==> config.mk <==
export PLATFORM = sky130hd
export DESIGN_NAME = xmem_hipin_ctrl
export DESIGN_NICKNAME = d
export VERILOG_FILES = /design/src/rtl/xmem_pkg.sv /design/src/rtl/xmem_cfg_reg.sv /design/src/rtl/xmem_keeper.sv /design/src/rtl/xmem_hi_port_mux.sv /design/src/rtl/xmem_region_decode.sv /design/src/rtl/xmem_hipin_ctrl.sv
export SDC_FILE = /design/constraint.sdc
export NUM_CORES = 1
export LEC_CHECK = 0
export BUFFER_PORTS_ARGS = -buffer_cell sky130_fd_sc_hd__buf_4
export CORE_UTILIZATION = 35
export CTS_BUF_LIST = sky130_fd_sc_hd__clkbuf_2
export DETAILED_ROUTE_END_ITERATION = 8
export GPL_TIMING_DRIVEN = 0
export HOLD_SLACK_MARGIN = 0.12
export PLACE_DENSITY_LB_ADDON = 0.08
export SLEW_MARGIN = 20
export SYNTH_ARGS = -nofsm -noshare
export SYNTH_HDL_FRONTEND = slang
export SYNTH_HIERARCHICAL = 1
export SYNTH_SLANG_ARGS = --single-unit
==> constraint.sdc <==
create_clock -name clk -period 2.1 [get_ports clk]
set_clock_uncertainty 0.2 [all_clocks]
set_input_delay 0.63 -clock clk [delete_from_list [all_inputs] [get_ports clk]]
set_output_delay 0.63 -clock clk [all_outputs]
set_load 0.005 [all_outputs]
==> src/rtl/xmem_pkg.sv <==
package xmem_pkg;
  localparam int CFG_W    = 8;
  localparam int KEEP_BIT = 7;
  localparam int MASK_W   = 3;

  // Number of high-address pins still carrying address for a mask code.
  function automatic logic [3:0] hi_bits_used(input logic [MASK_W-1:0] code);
    if (code == {MASK_W{1'b1}}) return 4'd0;
    return 4'd8 - {1'b0, code};
  endfunction

  // Lowest external address for the current mode.
  function automatic logic [15:0] region_limit(input logic compat,
                                               input logic [15:0] norm_lim,
                                               input logic [15:0] comp_lim);
    return compat ? comp_lim : norm_lim;
  endfunction
endpackage

==> src/rtl/xmem_cfg_reg.sv <==
module xmem_cfg_reg
  import xmem_pkg::*;
(
  input  logic             clk,
  input  logic             rst_n,
  input  logic             we,
  input  logic [CFG_W-1:0] wdata,
  output logic [CFG_W-1:0] rdata,
  output logic             keep_on,
  output logic [MASK_W-1:0] mask_code
);
  logic             keep_q;
  logic [MASK_W-1:0] mask_q;

  always_ff @(posedge clk or negedge rst_n) begin
    if (!rst_n) begin
      keep_q <= 1'b0;
      mask_q <= '0;
    end else if (we) begin
      keep_q <= wdata[KEEP_BIT];
      mask_q <= wdata[MASK_W-1:0];
    end
  end

  always_comb begin
    rdata                = '0;
    rdata[KEEP_BIT]      = keep_q;
    rdata[MASK_W-1:0]    = mask_q;
  end

  assign keep_on   = keep_q;
  assign mask_code = mask_q;
endmodule

==> src/rtl/xmem_keeper.sv <==
module xmem_keeper #(
  parameter int AD_W = 8
) (
  input  logic            clk,
  input  logic            rst_n,
  input  logic            keep_on,
  input  logic            drive_en,
  input  logic [AD_W-1:0] pad_in,
  output logic [AD_W-1:0] held,
  output logic            hold_en
);
  logic [AD_W-1:0] held_q;

  always_ff @(posedge clk or negedge rst_n) begin
    if (!rst_n)        held_q <= '0;
    else if (drive_en) held_q <= pad_in;
  end

  assign held    = held_q;
  assign hold_en = keep_on & ~drive_en;
endmodule

==> src/rtl/xmem_hi_port_mux.sv <==
module xmem_hi_port_mux
  import xmem_pkg::*;
#(
  parameter int HI_W = 8
) (
  input  logic              xmem_en,
  input  logic [MASK_W-1:0] mask_code,
  input  logic [HI_W-1:0]   addr_hi,
  input  logic [HI_W-1:0]   port_out,
  input  logic [HI_W-1:0]   port_dir,
  output logic [HI_W-1:0]   pin_out,
  output logic [HI_W-1:0]   pin_oe,
  output logic [HI_W-1:0]   pin_is_addr
);
  logic [3:0] used;
  assign used = hi_bits_used(mask_code);

  for (genvar i = 0; i < HI_W; i++) begin : g_pin
    assign pin_is_addr[i] = xmem_en && (4'(i) < used);
    assign pin_out[i]     = pin_is_addr[i] ? addr_hi[i] : port_out[i];
    assign pin_oe[i]      = pin_is_addr[i] ? 1'b1       : port_dir[i];
  end
endmodule

==> src/rtl/xmem_region_decode.sv <==
module xmem_region_decode
  import xmem_pkg::*;
#(
  parameter int          ADDR_W    = 16,
  parameter logic [15:0] NORM_LIM  = 16'h1100,
  parameter logic [15:0] COMP_LIM  = 16'h1000
) (
  input  logic              xmem_en,
  input  logic              compat,
  input  logic [ADDR_W-1:0] addr,
  output logic              ext_hit
);
  logic [15:0] limit;
  assign limit   = region_limit(compat, NORM_LIM, COMP_LIM);
  assign ext_hit = xmem_en && (addr >= ADDR_W'(limit));
endmodule

==> src/rtl/xmem_hipin_ctrl.sv <==
module xmem_hipin_ctrl
  import xmem_pkg::*;
#(
  parameter int          AD_W     = 8,
  parameter int          HI_W     = 8,
  parameter int          ADDR_W   = 16,
  parameter logic [15:0] NORM_LIM = 16'h1100,
  parameter logic [15:0] COMP_LIM = 16'h1000
) (
  input  logic              clk,
  input  logic              rst_n,
  input  logic              cfg_we,
  input  logic [CFG_W-1:0]  cfg_wdata,
  output logic [CFG_W-1:0]  cfg_rdata,
  input  logic              xmem_en,
  input  logic              compat_mode,
  input  logic [ADDR_W-1:0] cpu_addr,
  input  logic              bus_drive_en,
  input  logic [AD_W-1:0]   ad_pad_in,
  input  logic [HI_W-1:0]   port_out,
  input  logic [HI_W-1:0]   port_dir,
  output logic [HI_W-1:0]   hi_pin_out,
  output logic [HI_W-1:0]   hi_pin_oe,
  output logic [AD_W-1:0]   keep_val,
  output logic              keep_en
  ,output logic             ext_access
);
  localparam int HI_LSB = ADDR_W - HI_W;

  logic              keep_on;
  logic [MASK_W-1:0] mask_code;
  logic [HI_W-1:0]   pin_is_addr;

  xmem_cfg_reg u_cfg (
    .clk(clk), .rst_n(rst_n), .we(cfg_we), .wdata(cfg_wdata),
    .rdata(cfg_rdata), .keep_on(keep_on), .mask_code(mask_code)
  );

  xmem_keeper #(.AD_W(AD_W)) u_keep (
    .clk(clk), .rst_n(rst_n), .keep_on(keep_on), .drive_en(bus_drive_en),
    .pad_in(ad_pad_in), .held(keep_val), .hold_en(keep_en)
  );

  xmem_hi_port_mux #(.HI_W(HI_W)) u_mux (
    .xmem_en(xmem_en), .mask_code(mask_code),
    .addr_hi(cpu_addr[HI_LSB +: HI_W]), .port_out(port_out),
    .port_dir(port_dir), .pin_out(hi_pin_out), .pin_oe(hi_pin_oe),
    .pin_is_addr(pin_is_addr)
  );

  xmem_region_decode #(.ADDR_W(ADDR_W), .NORM_LIM(NORM_LIM), .COMP_LIM(COMP_LIM)) u_dec (
    .xmem_en(xmem_en), .compat(compat_mode), .addr(cpu_addr), .ext_hit(ext_access)
  );
endmodule

==> qor.csv, run 1 <==
metric,value,unit
status,"complete, but fails checks",
violations,negative setup slack,
grt_pass1_wl,3780,µm
drc,0,
cts_tree,built,
firstDrtPassIters,4,
multi_input_area,691,µm²
start_util,38.2,%
reg2reg_to,u_cfg/mask_code[0]$_DFFE_PN0P_,
p_per_area,446,nW/µm²
root_buffer,clkbuf_2,
n_fill_cell,197,
rsz0062_at_grt,yes,
syn_inst,89,
ff2ff_path_depth,2,
synthesis.area,980,µm²
vias,1002,
port-buffer-count,78,
cts.path.max_buffers,2,
antenna_found_initial,0,
num_rows,18,
slew_violations,0,
report.final.setup_viol,17,
hold_class,reg -> reg,
grt_max_degree,13,
power_leakage,0.000939,µW
worstPathArrival,1.85,ns
fmax,373,MHz
area_growth,88.1,%
min_period_over_period,128,%
drtAntennaViolNets,0,
setup_slack,-0.580,ns
syn_avg_cell_area,11.0,µm²
die_area,3010,µm²
cp.required,1.27,ns
seqCellArea,304,µm²
whs,0.330,ns
path_max_fanout,5,
rr_startpoint,u_cfg/mask_code[0]$_DFFE_PN0P_,
path_class,reg -> out,
cp-end-kind,output port,
cts_made_buffers,3,
io_pins,88,
grt_overflow,0,
htreeDepth,1,
place.gp.congestion,0.784,
nets,242,
drtIter0Drc,7,
grt_use_total,17.8,%
dp_hpwl,2230,µm
min_path_cells,1,
die_w,54.9,µm
via_per_inst,4.70,
min_to,u_keep/held[4]$_DFFE_PN0P_,
clk_pin_slew_worst_paths,0.12,ns
grt_pass1_vias,919,
vdd_drop_max,0.000435,V
routed_wl,2790,µm
r2r_slack,0.93,ns
start_kind,register,
postLayoutCoreUtil,71.8,%
hold_viol_final,0,
min-delay-start,u_keep/held[4]$_DFFE_PN0P_,
period_needed,2.68,ns
yosys_warnings,6,
wl_per_cell,13.1,µm
clock-sinks,12,
diodes,0,
die-height,54.9,µm
drive_above_1_share,75.4,%
coreArea,2570,µm²
insertion_delay,0.26,ns
maxCapViolations,0,
[timing repair]
item	CTS	global route
endpoints found under the setup margin	17	17
gates resized for setup	20	6
pin swaps	9	7
hold buffers	1	0
buffers inserted	5	3
endpoints found under the hold margin	12	0
[where the power goes]
group,internal (µW),switching (µW)
registers,255,24.0
clock network,41.4,73.4
logic,282,146
[layout by cell type (no fill, tap or decap), drive strengths merged, types with 4 or more instances in the layout]
cell / instances
conb: 4
nand2b: 6
mux2: 20
buf: 95
dfrtp: 12
inv: 5
nand2: 7
ha: 4
or2: 5
[worst max-delay path, stage by stage, from the launching register on]
cell	delay, ns
dfrtp_2	0.46
inv_2	0.09
ha_4	0.17
nand2b_4	0.06
o2111ai_4	0.26
nand2_2	0.11
mux2_4	0.32
buf_6	0.12
[area by class of cell]
cell class,count,share of cell area (%)
Clock buffer,3,0.815
Clock inverter,1,0.204
Buffer,9,3.87
Sequential cell,12,16.5
Multi-Input combinational cell,66,37.5
Inverter,5,1.29
Tap cell,30,2.04
Timing Repair Buffer,87,37.8
[state kept, by name, summed over array words and instances, names as in the netlist]
register and count:
u_cfg/keep_on 1, u_cfg/mask_code 3, u_keep/held 8
[metal layers]
layer  vias to the layer above  GRT usage (%)  wire, µm
met5                         -              0         0
met4                         0           6.25        13
met3                         2           4.92       174
met2                        46           34.3      1660
met1                       466           18.0       940
li1                        488              -         -
[stage by stage]
stage	cell area, µm²	worst slack, ns	setup TNS (ns)	power, µW	cells
floorplan	1030	-0.0987	-0.690	460	92
global placement	1660	-0.444	-3.84	645	200
detailed placement	1660	-0.435	-4.09	654	200
CTS	1800	-0.591	-7.68	812	210
global route	1840	-0.709	-9.74	879	213
finish	1840	-0.580	-7.74	823	213
[worst max-delay path by stage]
| stage | startpoint | endpoint | slack, ns | depth (start not counted) |
|---|---|---|---|---|
| floorplan | u_cfg/mask_code[0]$_DFFE_PN0P_ | hi_pin_out[0] | -0.1 | 6 |
| global placement | xmem_en | hi_pin_out[4] | -0.44 | 6 |
| detailed placement | xmem_en | hi_pin_out[4] | -0.44 | 6 |
| CTS | u_cfg/mask_code[1]$_DFFE_PN0P_ | hi_pin_out[2] | -0.59 | 7 |
| global route | u_cfg/mask_code[0]$_DFFE_PN0P_ | hi_pin_out[4] | -0.71 | 6 |
| finish | u_cfg/mask_code[1]$_DFFE_PN0P_ | hi_pin_out[2] | -0.58 | 7 |
Note: power is estimated with default switching activity, not from simulation.
==> run 2: changes to the inputs <==
--- a/config.mk
+++ b/config.mk
@@ -5,15 +5,14 @@
 export SDC_FILE = /design/constraint.sdc
 export NUM_CORES = 1
 export LEC_CHECK = 0
-export BUFFER_PORTS_ARGS = -buffer_cell sky130_fd_sc_hd__buf_4
-export CORE_UTILIZATION = 35
+export BUFFER_PORTS_ARGS = -buffer_cell sky130_fd_sc_hd__buf_2
+export CORE_UTILIZATION = 33
 export CTS_BUF_LIST = sky130_fd_sc_hd__clkbuf_2
 export DETAILED_ROUTE_END_ITERATION = 8
 export GPL_TIMING_DRIVEN = 0
 export HOLD_SLACK_MARGIN = 0.12
-export PLACE_DENSITY_LB_ADDON = 0.08
+export PLACE_DENSITY = 0.84
 export SLEW_MARGIN = 20
 export SYNTH_ARGS = -nofsm -noshare
 export SYNTH_HDL_FRONTEND = slang
-export SYNTH_HIERARCHICAL = 1
 export SYNTH_SLANG_ARGS = --single-unit
==> qor.csv, run 2 <==
metric,value,unit,change
status,"complete, but fails checks",,
violations,negative setup slack,,
insertion_delay,0.24,ns,-0.02 ns
syn_avg_cell_area,10.1,µm²,-8.2%
routed_wl,2690,µm,-3.5%
path_class,reg -> out,,
io_pins,88,,unchanged
antenna_found_initial,0,,unchanged
largest_reg_flops,8,,unchanged
drive_above_1_share,75.7,%,+0.28 points
clock-sinks,12,,unchanged
ys_types,32,,
drc,0,,unchanged
synth_area_leaders,"dfrtp_1 34%, mux2_2 14%, mux2_1 5.1%, buf_4 4.3%, ha_1 4.3%",,
die_area,2880,µm²,-4.6%
grt_overflow,0,,unchanged
period_needed,2.79,ns,+0.115 ns
use_met3,2.82,%,-2.1 points
vias,1017,,+1.5%
port-buffer-count,78,,unchanged
area_growth,78.1,%,
yosys_warnings,0,,-6
cts_made_buffers,3,,unchanged
hold_viol_final,0,,unchanged
maxCapViolations,0,,unchanged
report.final.setup_viol,17,,unchanged
placedCellCount,198,,-1.0%
root_buffer,clkbuf_2,,
synth_seq_cells,12,,
wl_per_cell,12.8,µm,-2.6%
die_w,53.6,µm,-2.3%
nets,240,,-0.83%
use_met2,38.1,%,+3.8 points
vdd_drop_max,0.000324,V,-25%
place.gp.congestion,0.678,,-14%
ys_top_cells_by_count,"12 x dfrtp_1, 11 x mux2_2, 7 x nand2_1",,
path_max_fanout,4,,-1
mostFrequentLayoutCells,"73 x buf_2, 14 x buf_4, 11 x mux2_2, 10 x dfrtp_1",,
cts.path.max_buffers,2,,unchanged
ys_seq_area_share,34.1,%,
p_per_area,472,nW/µm²,+5.7%
grt_max_degree,13,,unchanged
firstDrtPassIters,2,,-2
layout_commonest_cell,buf_2,,
clk_pin_slew_worst_paths,0.10,ns,-0.02 ns
power_leakage,0.000801,µW,-15%
start_kind,register,,
cp-end-kind,output port,,
worstPathArrival,1.96,ns,+0.11 ns
setup_slack,-0.695,ns,-0.115 ns
hold_class,reg -> reg,,
num_rows,18,,unchanged
synthesis.area,880,µm²,-10%
slew_violations,0,,unchanged
slowest_stage,dfrtp_2,,
met1_usage,17.5,%,-0.54 points
coreArea,2500,µm²,-2.6%
netlist.area_leader.share,34.1,%,
start_util,35.2,%,-3.0 points
cp.required,1.27,ns,about the same
cts_tree,built,,
grt.busiest_layer,met2,,
crit_chain,"ha_4, and3b_4, a22o_4, o21a_1, mux2_4, buf_6",,
fmax,358,MHz,-4.1%
drtIter0Drc,6,,-1
dp_hpwl,2010,µm,-9.8%
rsz0062_at_grt,yes,,
syn_inst,87,,-2.2%
grt_pass1_wl,3740,µm,-1.1%
htreeDepth,1,,unchanged
via_per_inst,4.82,,+2.5%
diodes,0,,unchanged
grt_pass1_vias,936,,+1.8%
n_fill_cell,202,,+2.5%
die-height,53.6,µm,-2.3%
grt_use_total,18.1,%,+0.32 points
slowest_delay,0.46,ns,about the same
stdcell_count,211,,-0.94%
drtAntennaViolNets,0,,unchanged
yosys_most_used_dff,dfrtp_1,,
post-synth-top-count-cell,dfrtp_1,,
postLayoutCoreUtil,62.7,%,-9.1 points
min_period_over_period,133,%,+5.5 points
synthArstFlopShare,100,%,
synth_edf_count,0,,
yosys.area.top_type,dfrtp_1,,
==> run 2: stage by stage <==
step,instance area [µm²],power (µW),TNS (ns),setup slack [ns],hold slack (ns)
4_1_cts,1530,727,-8.71,-0.707,0.324
5_1_grt,1570,799,-10.54,-0.794,0.338
6_report,1570,739,-8.73,-0.695,0.315
2_1_floorplan,946,438,-1.91,-0.304,0.134
3_3_place_gp,1370,566,-5.83,-0.507,0.288
3_5_place_dp,1370,571,-5.94,-0.510,0.290
==> run 2: repair_timing <==
item                                    4_1_cts  5_1_grt
endpoints found under the hold margin        12        0
gates cloned                                  0        0
resized for setup                            19        6
hold buffers                                  1        0
pin swaps                                     5        3
endpoints found under the setup margin       17       17
setup buffers                                 8        1
==> run 2: worst paths after layout <==
path | endpoint | startpoint | slack (ns) | cells after the start
min in group asynchronous | u_keep.held[5]$_DFFE_PN0P_ | rst_n | 0.59 | 2
worst min register to register | u_keep.held[4]$_DFFE_PN0P_ | u_keep.held[4]$_DFFE_PN0P_ | 0.32 | 1
max in group asynchronous | u_cfg.mask_code[1]$_DFFE_PN0P_ | rst_n | 0.88 | 2
worst min-delay path | u_keep.held[4]$_DFFE_PN0P_ | u_keep.held[4]$_DFFE_PN0P_ | 0.32 | 1
worst max-delay path | hi_pin_out[6] | u_cfg.mask_code[0]$_DFFE_PN0P_ | -0.69 | 6
worst max register to register | u_cfg.mask_code[0]$_DFFE_PN0P_ | u_cfg.mask_code[0]$_DFFE_PN0P_ | 1.06 | 3
==> run 2: area by class of cell <==
| type | count | area, µm² | share of cell area (%) |
|---|---|---|---|
| Tap cell | 30 | 37.5 | 2.40 |
| Clock buffer | 3 | 15.0 | 0.958 |
| Inverter | 4 | 20.0 | 1.28 |
| Timing Repair Buffer | 88 | 499 | 31.9 |
| Buffer | 6 | 41.3 | 2.64 |
| Sequential cell | 12 | 303 | 19.3 |
| Multi-Input combinational cell | 68 | 651 | 41.5 |
==> run 2: where the power goes <==
group | internal [µW] | switching (µW) | total, µW
Sequential | 254 | 17.9 | 272
Clock | 39.0 | 65.7 | 105
Combinational | 210 | 152 | 362
==> run 2: cells by family (layout without fill, tap and decap cells) <==
family / after synthesis / count (layout) / share of synthesized area (%)
muxes: 16 / 16 / 20.9
AOI/OAI and AO/OA: 16 / 16 / 14.8
buffers and inverters: 10 / 101 / 6.40
adders and majority gates: 3 / 3 / 4.27
DFF: 12 / 12 / 34.1
other: 1 / 4 / 0.426
and+or+nand+nor: 29 / 29 / 19.1
==> run 2: per-layer routing <==
metal / vias up / part of all wire, %
met5: - / 0
met4: 0 / 1.0
met3: 4 / 9.9
met2: 64 / 51
met1: 461 / 38
li1: 488 / -
==> run 2: critical path: cells and delay by family (launching register included) <==
kind | cells | cell delay (ns)
simple gates | 1 | 0.33
buf+inv | 1 | 0.11
flops | 1 | 0.46
mux | 1 | 0.31
compound gates | 2 | 0.35
fa+ha+maj | 1 | 0.17
